--- src/rtl/pipe5_pkg.sv ---
package pipe5_pkg;
  localparam int XLEN   = 32;
  localparam int REG_AW = 5;
  localparam int NREG   = 1 << REG_AW;

  localparam logic [5:0] OP_RTYPE = 6'h00;
  localparam logic [5:0] OP_LOAD  = 6'h23;
  localparam logic [5:0] OP_STORE = 6'h2B;
  localparam logic [5:0] OP_BEQ   = 6'h04;

  localparam logic [5:0] FN_ADD = 6'h20;
  localparam logic [5:0] FN_SUB = 6'h22;
  localparam logic [5:0] FN_AND = 6'h24;
  localparam logic [5:0] FN_OR  = 6'h25;
  localparam logic [5:0] FN_SLT = 6'h2A;

  typedef enum logic [2:0] {
    ALU_ADD, ALU_SUB, ALU_AND, ALU_OR, ALU_SLT
  } alu_op_e;

  typedef struct packed {
    logic reg_wr;
    logic mem_to_reg;
  } wb_ctrl_t;

  typedef struct packed {
    logic mem_rd;
    logic mem_wr;
    logic branch;
  } mem_ctrl_t;

  typedef struct packed {
    logic    alu_src;  // 1: immediate as operand b
    logic    dst_rd;   // 1: destination is rd, else rt
    alu_op_e alu_op;
  } ex_ctrl_t;

  typedef struct packed {
    wb_ctrl_t  wb;
    mem_ctrl_t mem;
    ex_ctrl_t  ex;
  } ctrl_t;

  typedef struct packed {
    logic [XLEN-1:0] instr;
    logic [XLEN-1:0] npc;
  } ifid_t;

  typedef struct packed {
    ctrl_t             ctrl;
    logic [XLEN-1:0]   npc;
    logic [XLEN-1:0]   a;
    logic [XLEN-1:0]   b;
    logic [XLEN-1:0]   imm;
    logic [REG_AW-1:0] rd;
    logic [REG_AW-1:0] rt;
  } idex_t;

  typedef struct packed {
    wb_ctrl_t          wb;
    mem_ctrl_t         mem;
    logic [XLEN-1:0]   target;
    logic [XLEN-1:0]   alu_res;
    logic [XLEN-1:0]   b;
    logic [REG_AW-1:0] dst;
  } exmem_t;

  typedef struct packed {
    wb_ctrl_t          wb;
    logic [XLEN-1:0]   mem_data;
    logic [XLEN-1:0]   alu_res;
    logic [REG_AW-1:0] dst;
  } memwb_t;
endpackage

--- src/rtl/pipe5_ram.sv ---
module pipe5_ram #(
  parameter int DEPTH = 64,
  parameter int DW    = 32,
  localparam int AW   = $clog2(DEPTH)
) (
  input  logic          clk_i,
  input  logic          we_i,
  input  logic [DW-1:0] addr_i,   // byte address, word aligned
  input  logic [DW-1:0] wdata_i,
  output logic [DW-1:0] rdata_o
);
  logic [DW-1:0] mem_q [DEPTH];
  logic [AW-1:0] idx;
  logic          unused_addr;

  assign idx         = addr_i[AW+1:2];
  assign unused_addr = ^{addr_i[DW-1:AW+2], addr_i[1:0]};
  assign rdata_o     = mem_q[idx];

  always_ff @(posedge clk_i) begin
    if (we_i) mem_q[idx] <= wdata_i;
  end
endmodule

--- src/rtl/pipe5_regfile.sv ---
module pipe5_regfile
  import pipe5_pkg::*;
(
  input  logic              clk_i,
  input  logic              rst_ni,
  input  logic              we_i,
  input  logic [REG_AW-1:0] waddr_i,
  input  logic [XLEN-1:0]   wdata_i,
  input  logic [REG_AW-1:0] raddr_a_i,
  output logic [XLEN-1:0]   rdata_a_o,
  input  logic [REG_AW-1:0] raddr_b_i,
  output logic [XLEN-1:0]   rdata_b_o
);
  logic [XLEN-1:0] regs_q [NREG];
  logic            wr_en;

  assign wr_en = we_i && (waddr_i != '0);

  always_ff @(posedge clk_i or negedge rst_ni) begin
    if (!rst_ni) begin
      for (int i = 0; i < NREG; i++) regs_q[i] <= '0;
    end else if (wr_en) begin
      regs_q[waddr_i] <= wdata_i;
    end
  end

  // reads see a write landing in the same cycle
  function automatic logic [XLEN-1:0] rd_port(input logic [REG_AW-1:0] ra);
    if (ra == '0)                    return '0;
    else if (wr_en && waddr_i == ra) return wdata_i;
    else                             return regs_q[ra];
  endfunction

  assign rdata_a_o = rd_port(raddr_a_i);
  assign rdata_b_o = rd_port(raddr_b_i);
endmodule

--- src/rtl/pipe5_decode.sv ---
module pipe5_decode
  import pipe5_pkg::*;
(
  input  logic [5:0] opcode_i,
  input  logic [5:0] funct_i,
  output ctrl_t      ctrl_o
);
  always_comb begin
    ctrl_o           = '0;
    ctrl_o.ex.alu_op = ALU_ADD;
    unique case (opcode_i)
      OP_RTYPE: begin
        ctrl_o.ex.dst_rd = 1'b1;
        ctrl_o.wb.reg_wr = 1'b1;
        unique case (funct_i)
          FN_ADD:  ctrl_o.ex.alu_op = ALU_ADD;
          FN_SUB:  ctrl_o.ex.alu_op = ALU_SUB;
          FN_AND:  ctrl_o.ex.alu_op = ALU_AND;
          FN_OR:   ctrl_o.ex.alu_op = ALU_OR;
          FN_SLT:  ctrl_o.ex.alu_op = ALU_SLT;
          default: ctrl_o.wb.reg_wr = 1'b0;
        endcase
      end
      OP_LOAD: begin
        ctrl_o.ex.alu_src     = 1'b1;
        ctrl_o.mem.mem_rd     = 1'b1;
        ctrl_o.wb.reg_wr      = 1'b1;
        ctrl_o.wb.mem_to_reg  = 1'b1;
      end
      OP_STORE: begin
        ctrl_o.ex.alu_src = 1'b1;
        ctrl_o.mem.mem_wr = 1'b1;
      end
      OP_BEQ: begin
        ctrl_o.ex.alu_op  = ALU_SUB;
        ctrl_o.mem.branch = 1'b1;
      end
      default: ;
    endcase
  end
endmodule

--- src/rtl/pipe5_alu.sv ---
module pipe5_alu
  import pipe5_pkg::*;
(
  input  logic [XLEN-1:0] a_i,
  input  logic [XLEN-1:0] b_i,
  input  alu_op_e         op_i,
  output logic [XLEN-1:0] res_o
);
  always_comb begin
    unique case (op_i)
      ALU_SUB: res_o = a_i - b_i;
      ALU_AND: res_o = a_i & b_i;
      ALU_OR:  res_o = a_i | b_i;
      ALU_SLT: res_o = {{(XLEN-1){1'b0}}, $signed(a_i) < $signed(b_i)};
      default: res_o = a_i + b_i;
    endcase
  end
endmodule

--- src/rtl/pipe5_core.sv ---
module pipe5_core
  import pipe5_pkg::*;
#(
  parameter int IMEM_DEPTH = 64,
  parameter int DMEM_DEPTH = 64
) (
  input  logic              clk_i,
  input  logic              rst_ni,
  output logic [XLEN-1:0]   pc_o,
  output logic              rf_we_o,
  output logic [REG_AW-1:0] rf_waddr_o,
  output logic [XLEN-1:0]   rf_wdata_o
);
  localparam logic [XLEN-1:0] PC_STEP = XLEN'(4);

  logic [XLEN-1:0] pc_q, pc_d, pc_plus4;
  ifid_t  ifid_q, ifid_d;
  idex_t  idex_q, idex_d;
  exmem_t exmem_q, exmem_d;
  memwb_t memwb_q, memwb_d;

  logic            redirect;
  logic [XLEN-1:0] instr;
  logic [XLEN-1:0] rs_val, rt_val;
  ctrl_t           dec_ctrl;
  logic [XLEN-1:0] alu_b, alu_res;
  logic [XLEN-1:0] dmem_rdata;
  logic            wb_we;
  logic [XLEN-1:0] wb_data;
  logic [XLEN-1:0] unused_imem_rdata;

  // IF
  assign pc_plus4 = pc_q + PC_STEP;
  assign redirect = exmem_q.mem.branch && (exmem_q.alu_res == '0);
  assign pc_d     = redirect ? exmem_q.target : pc_plus4;

  pipe5_ram #(.DEPTH(IMEM_DEPTH), .DW(XLEN)) u_imem (
    .clk_i   (clk_i),
    .we_i    (1'b0),
    .addr_i  (pc_q),
    .wdata_i ('0),
    .rdata_o (instr)
  );
  assign unused_imem_rdata = '0;

  assign ifid_d.instr = instr;
  assign ifid_d.npc   = pc_plus4;

  // ID
  pipe5_decode u_dec (
    .opcode_i (ifid_q.instr[31:26]),
    .funct_i  (ifid_q.instr[5:0]),
    .ctrl_o   (dec_ctrl)
  );

  pipe5_regfile u_rf (
    .clk_i     (clk_i),
    .rst_ni    (rst_ni),
    .we_i      (wb_we),
    .waddr_i   (memwb_q.dst),
    .wdata_i   (wb_data),
    .raddr_a_i (ifid_q.instr[25:21]),
    .rdata_a_o (rs_val),
    .raddr_b_i (ifid_q.instr[20:16]),
    .rdata_b_o (rt_val)
  );

  always_comb begin
    idex_d.ctrl = dec_ctrl;
    idex_d.npc  = ifid_q.npc;
    idex_d.a    = rs_val;
    idex_d.b    = rt_val;
    idex_d.imm  = {{(XLEN-16){ifid_q.instr[15]}}, ifid_q.instr[15:0]};
    idex_d.rd   = ifid_q.instr[15:11];
    idex_d.rt   = ifid_q.instr[20:16];
  end

  // EX
  assign alu_b = idex_q.ctrl.ex.alu_src ? idex_q.imm : idex_q.b;

  pipe5_alu u_alu (
    .a_i   (idex_q.a),
    .b_i   (alu_b),
    .op_i  (idex_q.ctrl.ex.alu_op),
    .res_o (alu_res)
  );

  always_comb begin
    exmem_d.wb      = idex_q.ctrl.wb;
    exmem_d.mem     = idex_q.ctrl.mem;
    exmem_d.target  = idex_q.npc + {idex_q.imm[XLEN-3:0], 2'b00};
    exmem_d.alu_res = alu_res;
    exmem_d.b       = idex_q.b;
    exmem_d.dst     = idex_q.ctrl.ex.dst_rd ? idex_q.rd : idex_q.rt;
  end

  // MEM
  pipe5_ram #(.DEPTH(DMEM_DEPTH), .DW(XLEN)) u_dmem (
    .clk_i   (clk_i),
    .we_i    (exmem_q.mem.mem_wr),
    .addr_i  (exmem_q.alu_res),
    .wdata_i (exmem_q.b),
    .rdata_o (dmem_rdata)
  );

  always_comb begin
    memwb_d.wb       = exmem_q.wb;
    memwb_d.mem_data = exmem_q.mem.mem_rd ? dmem_rdata : '0;
    memwb_d.alu_res  = exmem_q.alu_res;
    memwb_d.dst      = exmem_q.dst;
  end

  // WB
  assign wb_we   = memwb_q.wb.reg_wr;
  assign wb_data = memwb_q.wb.mem_to_reg ? memwb_q.mem_data : memwb_q.alu_res;

  // stage registers
  always_ff @(posedge clk_i or negedge rst_ni) begin
    if (!rst_ni) begin
      pc_q    <= '0;
      ifid_q  <= '0;
      idex_q  <= '0;
      exmem_q <= '0;
      memwb_q <= '0;
    end else begin
      pc_q    <= pc_d;
      ifid_q  <= ifid_d;
      idex_q  <= idex_d;
      exmem_q <= exmem_d;
      memwb_q <= memwb_d;
    end
  end

  assign pc_o       = pc_q;
  assign rf_we_o    = wb_we && (memwb_q.dst != '0);
  assign rf_waddr_o = memwb_q.dst;
  assign rf_wdata_o = wb_data;
endmodule

--- config.mk ---
export PLATFORM = sky130hd
export DESIGN_NAME = pipe5_core
export DESIGN_NICKNAME = d
export VERILOG_FILES = /design/src/rtl/pipe5_pkg.sv /design/src/rtl/pipe5_ram.sv /design/src/rtl/pipe5_regfile.sv /design/src/rtl/pipe5_decode.sv /design/src/rtl/pipe5_alu.sv /design/src/rtl/pipe5_core.sv
export SDC_FILE = /design/constraint.sdc
export NUM_CORES = 1
export LEC_CHECK = 0
export BUFFER_PORTS_ARGS = -buffer_cell sky130_fd_sc_hd__buf_2
export CAP_MARGIN = 20
export CORE_MARGIN = 10
export CORE_UTILIZATION = 30
export DETAILED_ROUTE_END_ITERATION = 16
export SKIP_CTS_REPAIR_TIMING = 1
export SYNTH_ARGS = -nofsm -noshare
export SYNTH_HDL_FRONTEND = slang
export SYNTH_SLANG_ARGS = --single-unit
--- constraint.sdc ---
create_clock -name clk_i -period 2 [get_ports clk_i]
set_input_delay 0.1 -clock clk_i [delete_from_list [all_inputs] [get_ports clk_i]]
set_output_delay 0.1 -clock clk_i [all_outputs]
set_load 0.05 [all_outputs]
Word level (Yosys, flattened, before mapping) --
Memories as Yosys holds them, arrays and structs flattened. Index checks and enable logic that the tools add are counted.
Storage, ports and cells: bits of input ports 2, memories kept 1, memory bits (read-only) 0, memory bits (writable) 2048, bits in latches 0, register bits after elaboration 1429
Memory list:
- u_dmem.mem_q | words 64, bits a word 32, read ports 1, clocked after Yosys merged registers in 0, wr ports 1, RTL line pipe5_ram.sv:12 | logic [DW-1:0] mem_q [DEPTH];
Operators by class: bitwise operators 5, order comparisons 5, $add $sub $neg 4, eq/ne operators 14, muxes and demuxes 30, multiply operators 0, reduce and logical (&&, ||, !) cells 12, div/mod/pow operators 0, shift-type cells 0
Operator list (count):
- 1024-bit bitwise mux | 1
- 32-bit 2-to-1 mux | 13
- 32-bit binary-select mux with 5-bit select | 2
- 32-bit demux with 5-bit select | 1
- 32-bit one-hot mux with 4 select lines | 1
- 32-bit adder | 2
- 6-bit == test (second input constant) | 7
- 32-bit by 3-bit adder with 32-bit output (second input constant) | 1
- 32-bit bitwise AND | 1
- 32-bit logical NOT | 1
- 32-bit less-than comparator | 1
- 32-bit bitwise OR | 1
- 32-bit subtractor | 1
- 6-bit >= comparator (second input constant) | 3
- 5-bit inverter with 6-bit output | 3
- 3-bit one-hot mux with 4 select lines | 1
- 5-bit == test | 2
- 5-bit logical NOT | 2
- 1-bit 2-to-1 mux | 7
- 3-bit by 2-bit == test with 1-bit output (second input constant) | 2
- 6-bit by 3-bit == test with 1-bit output (second input constant) | 1
- 6-bit logical NOT | 1
- 6-bit by 1-bit less-than comparator with 1-bit output (second input constant) | 1
- 3-bit one-hot mux with 2 select lines | 1
- 9 further kinds | 13

Depth between registers and ports, before layout --
depth in word-level cells 6, mapped depth 5, mapped depth without buffers 5

Modules after synthesis --
A second synthesis with hierarchy kept.
Unflattened totals: cells, all modules 13937, area total of the unflattened synthesis 230398.5 µm²
Modules (own cells, without submodules):
- pipe5_ram | times used 2, cells each 4207, area an instance 78287.6 µm²
- pipe5_regfile | times used 1, cells each 3865, area an instance 55225.5 µm²
- pipe5_core | times used 1, cells each 892, area an instance 13605.5 µm²
- pipe5_alu | times used 1, cells each 740, area an instance 4813.4 µm²
- pipe5_decode | times used 1, cells each 26, area an instance 178.9 µm²

Worst setup path after synthesis --
OpenSTA, ideal clock, no wires.
kind register to register, start reg pc_q[2] (netlist: pc_o[2]), end reg pc_q[24] (netlist: pc_o[24]), setup slack 10 ps, path buffers 0, cell stages (with the launch flop) 6, library setup time 142 ps, arrival time 1848 ps, cells stage by stage dfrtp_1 ha_1 nand3_2 nor4_4 nand4_1 xnor2_1
Between the ends: longest elaborated chain between the ends 2
RTL lines:
- start: declaration | RTL line pipe5_core.sv:16 | logic [XLEN-1:0] pc_q, pc_d, pc_plus4;
- start signal: assignment | RTL line pipe5_core.sv:126 | pc_q <= pc_d;
- 32-bit by 3-bit adder with 32-bit output | RTL line pipe5_core.sv:33 | assign pc_plus4 = pc_q + PC_STEP;
- 32-bit 2-to-1 mux | RTL line pipe5_core.sv:35 | assign pc_d = redirect ? exmem_q.target : pc_plus4;
- via pc_d[24] | RTL line pipe5_core.sv:16
The timed path passes the listed nets, and every way through them passes these cells. A chain may end at the register's enable or synchronous reset.

Worst setup path after layout --
start reg pc_q[4] (netlist: pc_o[4]), end reg pc_q[31] (netlist: pc_o[31])
Same word-level chain as after synthesis.

==> impl_summary.md <==
Outcome
The flow ran to the end, and the final reports show no timing, DRC or antenna violations.

Critical path
Traced cell by cell, the critical path runs through and4_1 > nor4b_4 > nand4_1 > xnor2_1. The worst setup path is launched from a flop. The category of the most critical setup path is reg -> reg.

In this design, the stage delay of the slowest critical-path cell is 480 ps. The cell family contributing the most delay on the critical path is simple AND/OR/NAND/NOR gates. Along the worst path, the maximum fanout reaches 9. The worst path required time is 2160 ps.

The cell type of the slowest stage on the worst timing path is nor4b_4. The data arrival at the endpoint of the critical path is 1810 ps. The buffer and inverter count on the worst path is 0. The critical path capture point type is a flop.

Timing
The worst path setup slack after routing is 353 ps. Static timing analysis puts the maximum clock frequency at 0.607 GHz. For the pin with the worst max-slew slack, the measured transition is 651 ps. The final number of max-transition violations is 0. The final critical path takes up 82.3% of the cycle. The sum of negative setup slack is 0 ps. The hold violation count in the final report is 0. Setup repair after global routing left no endpoint under its margin. On the final layout, the worst clock skew is 5.36 ps. The total of endpoints with negative setup slack in the final report is 0.

Headroom to the max-slew limit came out at 56.6%. Counting I/O delays and the setup requirement, the final critical path takes 1650 ps.

Layout
The number of antenna diodes in the final layout is 0. The finished layout holds 259 standard cells, fillers aside. Cells fill 35.3% of the core in the end.

The fraction of layout cells with a size suffix above 1 is 24.3%. The most common cell after layout, fill and taps aside is conb_1. The net count of the finished layout is 191. Compared with the post-synthesis result, the final layout area differs by 12.7%.

The register with the most flip-flops in the layout has 30 of them. The library cells used most frequently in the layout, excluding fill and tap cells, are 40 x conb_1, 31 x buf_2, 30 x dfrtp_1, 24 x xnor2_1, 10 x nand4_1.

Floorplanning
The initial utilization of the core area, before any placement, comes to 31.3%. The region available for standard cell placement spans 5170 um2. The die is 93.5 um tall. The floorplan step defined a die boundary enclosing 8740 um2. During I/O placement, the number of pins put on the boundary was 72. The floorplan has 26 rows.

The die outline width is 93.5 um.

CTS
The clock net in this run drives a total of 30 sinks. The clock tree root driver cell is clkbuf_8. The H-tree depth reported by CTS is 2. The worst-skew pair later-pin latency is 280 ps.

The number of buffers inserted during clock tree synthesis is 5. The clock-pin transition on the worst setup and hold timing paths is 60 ps. The TritonCTS clock tree is done. The longest clock path from root to sink contains 2 buffers.

Yosys
The number of flip-flops and latches in the synthesized netlist is 30. The mapped netlist covers 1620 um2. The per-instance average area after synthesis is 10.9 um2. The count of warnings emitted by yosys is 0. The flip-flop cell with the highest count after synthesis is dfrtp_1.

The async set-or-reset flop fraction in the synthesized netlist is 100%. Summing the sequential cell areas from Yosys gives 46.3% of the chip area. The synthesized design contains 0 enable-type register cells. Synthesis produced 148 cells.

The count of distinct cell types in the synthesized netlist is 21.

Flow run
Max-cap violations in this run came to 0.

Routing
Summing over every cut layer, the via total after detailed routing is 1014. In this run, the number of DRC markers left after iteration 0 of detailed routing was 86. The number of DRC violations after detailed routing is 0. The routed wirelength normalized by instance count is 13.0 um. The remaining number of nets flagged by the antenna check after routing is 0.

The routed design has 3360 um of wire. The number of detailed-route iterations in the first pass is 4. Dividing the detail-routed via count by the number of cells gives 3.92.

Global routing
The first-pass GRT wire length is 5530 um. The initial antenna violation count is 0. Entering global routing, the biggest net connects 31 pins.

The number of global-route vias before repair was 1119. Summed over all layers, the global routing overflow is 0. Global routing used 7.98% of the available tracks.

Place
During placement, the flow inserted port buffers numbering 31. The instance count after placement with tap cells included is 250. The HPWL after detailed placement is 2600 um. The routability congestion estimate from global placement is 0.733. Prior to clock tree synthesis, the placed netlist has a worst setup slack of 322 ps.

Power
For this design the static power due to leakage is 0.974 nW. Power spread over the standard cell area amounts to 702 nW/um2. The worst-case IR drop observed on VDD is 0.230 mV.

Worst hold path
The worst hold path belongs to the class in -> async.
## layer usage
layer	wire length [um]	GRT usage, %
met4	34	3.47
met5	0	0
met3	332	3.76
met1	1340	8.77
met2	1650	12.9
## report_power, final
part / leakage [nW] / switching (mW) / internal [mW] / total, mW
Combinational: 0.520 / 0.177 / 0.00196 / 0.179
Sequential: 0.405 / 0 / 0.607 / 0.607
Clock: 0.0482 / 0.218 / 0.277 / 0.494
Total: 0.974 / 0.395 / 0.886 / 1.28
## final timing paths
check	from	endpoint	slack, ps	depth (start not counted)
max	pc_o[4]	pc_o[31]	350	4
min	rst_ni	pc_o[11]	380	2
max reg2reg	pc_o[4]	pc_o[31]	350	4
min reg2reg	pc_o[31]	pc_o[31]	490	1
max in group asynchronous	rst_ni	pc_o[20]	1190	2
min in group clk_i	pc_o[31]	pc_o[31]	490	1
## final cells by class
cell class	instances	area [um2]
fill	556	3350
sequential	30	751
multi-input combinational	115	708
timing repair buffer	34	180
tap	70	87.6
clock buffer	7	86.3
inverter	2	7.51
clock inverter	1	5.00
## synth_stat cells, types with 2 or more instances
library cell,number,area [um2]
and4_1,2,17.5
dfrtp_1,30,751
nand4_1,10,62.6
and3_1,3,18.8
buf_4,40,300
nand3_1,9,45.0
xor2_1,4,35.0
nor2_1,5,18.8
nand2_1,9,33.8
nand3_2,2,20.0
xnor2_1,24,210
## cell families after synthesis
logic type	Yosys count	synth area share (%)
flip-flops	30	46.3
other	1	0.231
buffers and inverters	42	19.0
AND/OR/NAND/NOR	46	18.5
XOR/XNOR	28	15.1
adder cells (fa/ha/maj)	1	0.772
## metrics by stage
stage	instance area [um2]	power (mW)	hold WS, ps
after global placement	1720	0.793	177
after detailed placement	1720	0.793	181
final	1830	1.28	381
after global routing	1830	1.34	493
after floorplan	1770	0.842	-196
after CTS	1820	1.30	-129
(Power assumes the default switching activity.)
